`config.mk`:
```
export PLATFORM = sky130hd
export DESIGN_NAME = trace_event_matcher
export DESIGN_NICKNAME = d
export VERILOG_FILES = /design/src/rtl/tem_pkg.sv /design/src/rtl/tem_field_cmp.sv /design/src/rtl/tem_event_ctr.sv /design/src/rtl/tem_match_fifo.sv /design/src/rtl/trace_event_matcher.sv
export SDC_FILE = /design/constraint.sdc
export NUM_CORES = 1
export LEC_CHECK = 0
export CAP_MARGIN = 20
export CORE_MARGIN = 5
export CORE_UTILIZATION = 35
export CTS_BUF_LIST = sky130_fd_sc_hd__clkbuf_16
export DETAILED_ROUTE_END_ITERATION = 10
export GPL_TIMING_DRIVEN = 1
export PLACE_DENSITY = 0.56
export SLEW_MARGIN = 10
export SYNTH_ARGS = -nofsm -noshare
export SYNTH_HDL_FRONTEND = slang
export SYNTH_SLANG_ARGS = --single-unit
export TNS_END_PERCENT = 1
```
`constraint.sdc`:
```
create_clock -name clk -period 16.89 [get_ports clk]
set_input_delay 1.689 -clock clk [delete_from_list [all_inputs] [get_ports clk]]
set_output_delay 1.689 -clock clk [all_outputs]
set_load 0.02 [all_outputs]
```
`src/rtl/tem_pkg.sv`:
```
package tem_pkg;
  typedef enum logic [3:0] {
    SEL_VAL_INST = 4'd0,
    SEL_VAL_PCS  = 4'd1,
    SEL_VAL_PCD  = 4'd2,
    SEL_VAL_ADDR = 4'd3,
    SEL_VAL_DATA = 4'd4,
    SEL_MSK_INST = 4'd5,
    SEL_MSK_PCS  = 4'd6,
    SEL_MSK_PCD  = 4'd7,
    SEL_MSK_ADDR = 4'd8,
    SEL_MSK_DATA = 4'd9,
    SEL_THRESH   = 4'd10
  } cfg_sel_e;

  localparam int NUM_WIDE = 4;  // source PC, next PC, address, data
endpackage

```
`src/rtl/tem_field_cmp.sv`:
```
module tem_field_cmp #(
  parameter int W = 64
) (
  input  logic [W-1:0] field,
  input  logic [W-1:0] mask,
  input  logic [W-1:0] pattern,
  output logic         hit
);
  assign hit = ((field ^ pattern) & mask) == '0;
endmodule

```
`src/rtl/tem_event_ctr.sv`:
```
module tem_event_ctr #(
  parameter int CNT_W = 16
) (
  input  logic             clk,
  input  logic             rst_n,
  input  logic             clr,
  input  logic             hit,
  input  logic [CNT_W-1:0] thresh,
  output logic             fire
);
  logic [CNT_W-1:0] cnt;
  logic [CNT_W-1:0] nxt;
  logic             small_thr;

  assign nxt       = cnt + 1'b1;
  assign small_thr = (thresh <= CNT_W'(1));
  assign fire      = hit && !clr && (small_thr || (nxt == thresh));

  always_ff @(posedge clk or negedge rst_n) begin
    if (!rst_n)      cnt <= '0;
    else if (clr)    cnt <= '0;
    else if (fire)   cnt <= '0;
    else if (hit)    cnt <= nxt;
  end

  AST_CLR_ZEROES: assert property (@(posedge clk) disable iff (!rst_n)
    clr |=> (cnt == '0));
  AST_FIRE_WRAPS: assert property (@(posedge clk) disable iff (!rst_n)
    fire |=> (cnt == '0));
  AST_IDLE_HOLDS: assert property (@(posedge clk) disable iff (!rst_n)
    (!hit && !clr) |=> $stable(cnt));
endmodule

```
`src/rtl/tem_match_fifo.sv`:
```
module tem_match_fifo #(
  parameter int W     = 130,
  parameter int DEPTH = 4
) (
  input  logic         clk,
  input  logic         rst_n,
  input  logic         in_valid,
  input  logic [W-1:0] in_data,
  output logic         full,
  output logic         out_valid,
  input  logic         out_ready,
  output logic [W-1:0] out_data
);
  localparam int PW = (DEPTH > 1) ? $clog2(DEPTH) : 1;
  localparam int CW = $clog2(DEPTH + 1);

  logic [W-1:0]  mem [DEPTH];
  logic [PW-1:0] wr_ptr, rd_ptr;
  logic [CW-1:0] fill;
  logic          push, pop;

  assign full      = (fill == CW'(DEPTH));
  assign out_valid = (fill != '0);
  assign out_data  = mem[rd_ptr];
  assign push      = in_valid;
  assign pop       = out_valid && out_ready;

  function automatic logic [PW-1:0] bump(input logic [PW-1:0] p);
    return (p == PW'(DEPTH - 1)) ? '0 : p + 1'b1;
  endfunction

  always_ff @(posedge clk) begin
    if (push) mem[wr_ptr] <= in_data;
  end

  always_ff @(posedge clk or negedge rst_n) begin
    if (!rst_n) begin
      wr_ptr <= '0;
      rd_ptr <= '0;
      fill   <= '0;
    end else begin
      if (push) wr_ptr <= bump(wr_ptr);
      if (pop)  rd_ptr <= bump(rd_ptr);
      case ({push, pop})
        2'b10:   fill <= fill + 1'b1;
        2'b01:   fill <= fill - 1'b1;
        default: fill <= fill;
      endcase
    end
  end

  AST_NO_OVERFLOW: assert property (@(posedge clk) disable iff (!rst_n)
    in_valid |-> !full);
  AST_HEAD_HELD: assert property (@(posedge clk) disable iff (!rst_n)
    (out_valid && !out_ready) |=> (out_valid && $stable(out_data)));
endmodule

```
`src/rtl/trace_event_matcher.sv`:
```
module trace_event_matcher
  import tem_pkg::*;
#(
  parameter int IW      = 32,
  parameter int XW      = 64,
  parameter int UW      = 2,
  parameter int UNIT_ID = 0,
  parameter int CNT_W   = 16,
  parameter int QDEPTH  = 4
) (
  input  logic          clk,
  input  logic          rst_n,
  input  logic          rec_valid,
  output logic          rec_ready,
  input  logic [IW-1:0] rec_inst,
  input  logic [XW-1:0] rec_pc_src,
  input  logic [XW-1:0] rec_pc_dst,
  input  logic [XW-1:0] rec_addr,
  input  logic [XW-1:0] rec_data,
  input  logic          cfg_we,
  input  logic [UW-1:0] cfg_unit,
  input  logic [3:0]    cfg_sel,
  input  logic [XW-1:0] cfg_wdata,
  input  logic          cmd_clr,
  input  logic [UW-1:0] cmd_unit,
  output logic          pkt_valid,
  input  logic          pkt_ready,
  output logic [UW-1:0] pkt_unit,
  output logic [XW-1:0] pkt_addr,
  output logic [XW-1:0] pkt_data,
  output logic          stall
);
  localparam int PKT_W = UW + 2 * XW;
  localparam logic [UW-1:0] MY_ID = UW'(UNIT_ID);

  logic [IW-1:0]    val_inst, msk_inst;
  logic [XW-1:0]    val_wide [NUM_WIDE];
  logic [XW-1:0]    msk_wide [NUM_WIDE];
  logic [XW-1:0]    rec_wide [NUM_WIDE];
  logic [CNT_W-1:0] thresh;
  logic [NUM_WIDE:0] field_hit;
  logic             cfg_mine, clr_mine, accept, hit, fire, q_full;
  logic [PKT_W-1:0] q_in, q_out;

  assign rec_wide[0] = rec_pc_src;
  assign rec_wide[1] = rec_pc_dst;
  assign rec_wide[2] = rec_addr;
  assign rec_wide[3] = rec_data;

  assign cfg_mine = cfg_we && (cfg_unit == MY_ID);
  assign clr_mine = cmd_clr && (cmd_unit == MY_ID);

  always_ff @(posedge clk or negedge rst_n) begin
    if (!rst_n) begin
      val_inst <= '0;
      msk_inst <= '0;
      thresh   <= '0;
      for (int i = 0; i < NUM_WIDE; i++) begin
        val_wide[i] <= '0;
        msk_wide[i] <= '0;
      end
    end else if (cfg_mine) begin
      case (cfg_sel_e'(cfg_sel))
        SEL_VAL_INST: val_inst    <= cfg_wdata[IW-1:0];
        SEL_VAL_PCS:  val_wide[0] <= cfg_wdata;
        SEL_VAL_PCD:  val_wide[1] <= cfg_wdata;
        SEL_VAL_ADDR: val_wide[2] <= cfg_wdata;
        SEL_VAL_DATA: val_wide[3] <= cfg_wdata;
        SEL_MSK_INST: msk_inst    <= cfg_wdata[IW-1:0];
        SEL_MSK_PCS:  msk_wide[0] <= cfg_wdata;
        SEL_MSK_PCD:  msk_wide[1] <= cfg_wdata;
        SEL_MSK_ADDR: msk_wide[2] <= cfg_wdata;
        SEL_MSK_DATA: msk_wide[3] <= cfg_wdata;
        SEL_THRESH:   thresh      <= cfg_wdata[CNT_W-1:0];
        default: ;
      endcase
    end
  end

  tem_field_cmp #(.W(IW)) u_cmp_inst (
    .field(rec_inst), .mask(msk_inst), .pattern(val_inst), .hit(field_hit[0])
  );

  for (genvar g = 0; g < NUM_WIDE; g++) begin : g_wide
    tem_field_cmp #(.W(XW)) u_cmp (
      .field(rec_wide[g]), .mask(msk_wide[g]), .pattern(val_wide[g]),
      .hit(field_hit[g+1])
    );
  end

  assign rec_ready = !q_full;
  assign stall     = q_full;
  assign accept    = rec_valid && rec_ready;
  assign hit       = accept && (&field_hit);

  tem_event_ctr #(.CNT_W(CNT_W)) u_ctr (
    .clk(clk), .rst_n(rst_n), .clr(clr_mine), .hit(hit), .thresh(thresh),
    .fire(fire)
  );

  assign q_in = {MY_ID, rec_addr, rec_data};

  tem_match_fifo #(.W(PKT_W), .DEPTH(QDEPTH)) u_fifo (
    .clk(clk), .rst_n(rst_n), .in_valid(fire), .in_data(q_in), .full(q_full),
    .out_valid(pkt_valid), .out_ready(pkt_ready), .out_data(q_out)
  );

  assign pkt_unit = q_out[PKT_W-1 -: UW];
  assign pkt_addr = q_out[2*XW-1 -: XW];
  assign pkt_data = q_out[XW-1:0];

  AST_FIRE_NEEDS_ACCEPT: assert property (@(posedge clk) disable iff (!rst_n)
    fire |-> (rec_valid && rec_ready));
  AST_PKT_AFTER_FIRE: assert property (@(posedge clk) disable iff (!rst_n)
    fire |=> pkt_valid);
  AST_STALL_BLOCKS: assert property (@(posedge clk) disable iff (!rst_n)
    (stall && !pkt_ready) |=> stall);
  AST_PKT_UNIT: assert property (@(posedge clk) disable iff (!rst_n)
    pkt_valid |-> (pkt_unit == MY_ID));
endmodule

```
==> results of run 1 <==
-- registers in the layout, summed over array words and instances (netlist names) --
register / count
msk_wide: 256
u_fifo.mem: 512
u_ctr.cnt: 16
u_fifo.rd_ptr: 2
val_wide: 256
u_fifo.fill: 3
u_fifo.wr_ptr: 2
val_inst: 32
thresh: 16
msk_inst: 32
-- report_power, final --
part	internal [mW]	switching (mW)	total [mW]	leakage, nW
Clock	1.51	1.13	2.65	2.10
Sequential	3.07	0.166	3.24	12.8
Combinational	0.863	0.903	1.77	8.66
Total	5.45	2.20	7.65	23.5
-- final cells by class --
class / instances / area (sq um)
fill: 11900 / 75100
sequential: 1127 / 30800
multi-input combinational: 1457 / 15400
timing repair buffer: 539 / 5290
clock buffer: 134 / 3350
tap: 1768 / 2210
clock inverter: 102 / 636
inverter: 26 / 97.6
antenna: 16 / 40.0
-- through the flow --
| stage | setup WS [ps] | total power, mW |
|---|---|---|
| floorplan | 7770 | 4.23 |
| global placement | 9310 | 5.07 |
| detailed placement | 9570 | 5.09 |
| CTS | 10380 | 7.75 |
| global route | 10280 | 7.95 |
| finish | 10360 | 7.65 |
-- cell usage after synthesis, drive strengths merged, types with 3 or more instances --
cell type,number
nand4,57
nor3,13
a21oi,5
nand2b,3
o22ai,3
and2,4
mux2,595
nand3,13
xor2,295
buf,51
nor4,21
a22oi,183
inv,26
dfrtp,615
mux4,128
nand2,16
ha,7
xnor2,24
edfxtp,512
nor2,29
clkbuf,74
and3,6
o21ai,24
nor2b,3
-- layer usage --
layer / vias to the layer above / share of wire / wire, microns
met5: - / 0.00088 / 139
met4: 22 / 0.018 / 2840
met3: 181 / 0.062 / 9730
met2: 843 / 0.50 / 78200
met1: 14500 / 0.42 / 66700
li1: 11600 / - / -
-- logic make-up (layout without fill, tap and decap cells) --
logic type | after synthesis | after routing | share of synthesized area
xor+xnor | 319 | 319 | 0.0598
other cells | 1 | 18 | 0.0000803
simple gates | 179 | 179 | 0.0236
buf+inv | 151 | 801 | 0.0130
compound gates | 224 | 224 | 0.0364
flops | 1127 | 1127 | 0.659
fa+ha+maj | 8 | 8 | 0.00230
mux | 725 | 725 | 0.206
-- worst max-delay path: stages --
cell and delay, ps:
clkdlybuf4s50_1 580, xor2_1 210, a22oi_1 660, nand4_1 390
nor4b_1 490, nand4_1 340, nor4_1 570, o21ai_4 260
nor2_4 350, buf_4 550, buf_4 680
-- path summary, 6_finish.rpt --
path	endpoint	slack, ps
max	u_fifo.mem[1][93]$_DFFE_PP_	10360
min	u_fifo.fill[0]$_DFFE_PN0P_	490
max reg2reg	u_fifo.mem[1][93]$_DFFE_PP_	11490
min in group asynchronous	val_wide[60]$_DFFE_PN0P_	940
min reg2reg	u_fifo.fill[0]$_DFFE_PN0P_	490
max in group asynchronous	val_wide[100]$_DFFE_PN0P_	12140
==> results_dict.tcl, run 1 <==
set metrics [dict create \
    grt_max_degree 91 \
    cts_buffer_depth 3 \
    post_drt_wl_per_cell_microns 30.5 \
    peakVddDrop_mv 0.0872 \
    slew_headroom 0.253 \
    fin_area_sq_um 57800 \
    clk_latency_ps 760 \
    path_class "input port to register" \
    leakagePower_nw 23.5 \
    async_reset_ff_frac 0.546 \
    core_area_sq_um 133000 \
    period_needed_ps 6530 \
    die_y_microns 375 \
    cts_tree "built" \
    grt_pass1_wl_microns 219000 \
    row_count 134 \
    synth_ff_type "dfrtp_1" \
    yosys_register_bits 1127 \
    power_density_nw_per_um2 132 \
    final_cell_count_no_fill 5169 \
    use_met1 0.293 \
    drc 0 \
    synth.distinct_cells 65 \
    end_kind "register" \
    dpl-instance-area_sq_um 53800 \
    cts_setup_buffers 0 \
    numCtsBuffers 130 \
    setup_tns_ps 0 \
    max-cap-violations 0 \
    drive_gt1_frac 0.291 \
    portBuffers 496 \
    nets 3655 \
    syn_to_final_growth_pct 23.8 \
    path_clk_slew_ps 60 \
    initial_core_util 0.351 \
    cts-root-buf "clkbuf_16" \
    place_hpwl_microns 112000 \
    ctsHoldBuffers 0 \
    holdPathStages 1 \
    min_period_over_period 0.387 \
    yosysSeqAreaShare 0.659 \
    rsz0062_at_grt "false" \
    synth_area_per_cell_sq_um 17.1 \
    layout_common_cells "613 x dfrtp_1, 590 x mux2_2, 512 x edfxtp_1" \
    firstDrtPassIters 8 \
    cts-resized-gates 0 \
    yosysTopAreaCellShare 0.330 \
    syn_area_sq_um 46700 \
    reg2reg_depth 10 \
    io_pins 499 \
    critPathRequiredTime_ps 17270 \
    hold_class "register to register" \
    synth-edff-count 512 \
    yosys.area.top_type "dfrtp_1" \
    grt_busiest_layer "met2" \
    synth_area_leaders "dfrtp_1 33%, edfxtp_1 33%, mux2_2 14%, mux4_2 6.2%, xor2_1 5.5%" \
    grtUsageMet3 0.0511 \
    gr-total-overflow 0 \
    slew_violations 0 \
    min_from "u_fifo.fill[0]$_DFFE_PN0P_" \
    syn_inst 2734 \
    drt_iter0_drc 2058 \
    finalCoreUtilization 0.435 \
    r2r-start "val_wide[72]$_DFFE_PN0P_" \
    yosysWarnings 0 \
    hold_violations 0 \
    cp-startpoint "rec_addr[8]" \
    worstPathArrival_ps 6910 \
    die_x_microns 375 \
    gr-usage-met2 0.371 \
    dp_cells 4916 \
    status "finished, final reports clean" \
    final_common_cell "dfrtp_1" \
    worst-slew-pin-transition_ps 1120 \
    htreeDepth 4 \
    ant_nets 0 \
    vias 27100 \
    wirelength_microns 158000 \
    grtUsageTotal 0.221 \
    setup_violations 0 \
    cts.sink_count 1127 \
    viasPerCell 5.25 \
    worst_hold_slack_ps 486 \
    critPathLaunchType "input port" \
    crit_path_max_fanout 49 \
    antenna_found_initial 36 \
    die-area_sq_um 141000 \
    skew_ps 32.2 \
    gp_congestion 0.896 \
    grt_pass1_vias 28000 \
    fmax_mhz 153 \
]
(Power assumes the default switching activity.)
==> run 2: changes to the inputs <==
PLACE_DENSITY = 0.58   (was 0.56)
clock period = 6 ns   (was 16.89 ns; I/O delays follow)
==> results_dict.tcl, run 2 (same netlist as run 1, synthesis figures left out) <==
set metrics [dict create \
    fmax_mhz 220 \
    slew_headroom 0.192 \
    place_hpwl_microns 112000 \
    clk_latency_ps 750 \
    htreeDepth 3 \
    holdPathStages 1 \
    finalCoreUtilization 0.435 \
    path_clk_slew_ps 60 \
    period_needed_ps 4550 \
    cts_buffer_depth 3 \
    path_class "input port to register" \
    slew_violations 0 \
    max-cap-violations 0 \
    drt_iter0_drc 2163 \
    timing.final.ws_setup_ps 1450 \
    die_x_microns 375 \
    vias 26900 \
    top_register "u_fifo.mem" \
    drc 0 \
    hold_violations 0 \
    die-area_sq_um 141000 \
    row_count 134 \
    worst-slew-pin-transition_ps 1210 \
    drive_gt1_frac 0.289 \
    cts-resized-gates 0 \
    ant_nets 0 \
    hold_class "register to register" \
    io_pins 499 \
    power_density_nw_per_um2 367 \
    min_from "u_fifo.fill[2]$_DFFE_PN0P_" \
    status "finished, final reports clean" \
    largest_reg_flops 512 \
    peakVddDrop_mv 0.254 \
    pre_cts_ws_ps 677 \
    worstPathArrival_ps 4920 \
    top_regs "u_fifo.mem x512, msk_wide x256, val_wide x256" \
    crit_path_max_fanout 81 \
    layout_common_cells "613 x dfrtp_1, 590 x mux2_2, 512 x edfxtp_1" \
    final_common_cell "dfrtp_1" \
    cts.sink_count 1127 \
    critPathRequiredTime_ps 6360 \
    portBuffers 496 \
    r2r-start "val_wide[110]$_DFFE_PN0P_" \
    end_kind "register" \
    core_area_sq_um 133000 \
    viasPerCell 5.20 \
    reg2reg_depth 9 \
    grt_max_degree 114 \
    grt_pass1_wl_microns 219000 \
    post_drt_wl_per_cell_microns 30.3 \
    rr_endpoint "u_fifo.mem[0][58]$_DFFE_PP_" \
    antenna_found_initial 65 \
    cts-root-buf "clkbuf_16" \
    grt_pass1_vias 27700 \
    nets 3645 \
    numCtsBuffers 118 \
    rsz0062_at_grt "false" \
    skew_ps 35.8 \
    syn_to_final_growth_pct 23.9 \
    min_to "u_fifo.fill[2]$_DFFE_PN0P_" \
    grtUsageTotal 0.220 \
    gp_congestion 0.886 \
    cts_setup_buffers 0 \
    critPathLaunchType "input port" \
    wirelength_microns 157000 \
    gr-total-overflow 0 \
    ff2ff_setup_slack_ps 1570 \
    cts_tree "built" \
    setup_violations 0 \
    total_power_mw 21.2 \
    min_period_over_period 0.759 \
    firstDrtPassIters 5 \
    initial_core_util 0.351 \
    leakagePower_nw 23.5 \
    die_y_microns 375 \
]
-- run 2: cell types whose count changed in the layout (fill, tap and decap cells not counted), sizes merged --
cell	delta
buf	+1
bufinv	+6
clkbuf	-16
clkinv	-7
clkinvlp	+2
diode	+13
dlygate4sd3	+1
inv	+5
-- run 2: how the worst max path moves through the flow --
stage	start	slack (ps)	to
final	rec_addr[46]	1450	u_fifo.mem[0][58]$_DFFE_PP_
after global routing	rec_addr[46]	1390	u_fifo.mem[0][72]$_DFFE_PP_
after CTS	rec_addr[46]	1470	u_fifo.mem[0][58]$_DFFE_PP_
after detailed placement	rec_addr[46]	680	u_fifo.mem[0][3]$_DFFE_PP_
after global placement	rec_addr[46]	700	u_fifo.mem[0][78]$_DFFE_PP_
after floorplan	rec_pc_dst[5]	-2030	u_fifo.mem[0][0]$_DFFE_PP_
-- run 2: timing repair --
item	4_1_cts	5_1_grt
endpoints found under the setup margin	0	0
hold buffers	1	0
hold endpoints to repair	94	0
-- run 2: final cells by class --
type / count / area (sq um)
antenna: 29 / 72.6
tap: 1768 / 2210
clock buffer: 118 / 2950
timing repair buffer: 541 / 5540
sequential: 1127 / 30800
fill: 11900 / 75100
inverter: 26 / 97.6
multi-input combinational: 1457 / 15400
clock inverter: 108 / 807
-- run 2: per-stage QoR --
stage	area, sq um	TNS, ps	instances	hold slack (ps)
after detailed placement	54000	0	4918	478
after CTS	57800	0	5145	487
final	57900	0	5174	490
after global placement	54000	0	4917	471
after floorplan	46700	-1041690	2735	304
after global routing	57800	0	5150	506
-- run 2: per-layer routing --
layer / track usage / share of wire
met1: 0.286 / 0.41
met2: 0.371 / 0.49
met3: 0.0535 / 0.075
met4: 0.0546 / 0.022
met5: 0 / 0.0012
-- run 2: critical path, cell delays in order --
cell and delay [ps]:
clkdlybuf4s50_1 580, xor2_1 220, a22oi_1 590, nand4_1 330, nor4_1 540, nand4_1 380
nor4_1 540, o21ai_4 280, nor2_4 220, buf_12 410
-- run 2: power breakdown --
part / leakage (nW) / internal (mW) / switching [mW]
Sequential: 12.8 / 8.64 / 0.458
Combinational: 8.73 / 2.46 / 2.51
Clock: 2.01 / 4.04 / 3.11
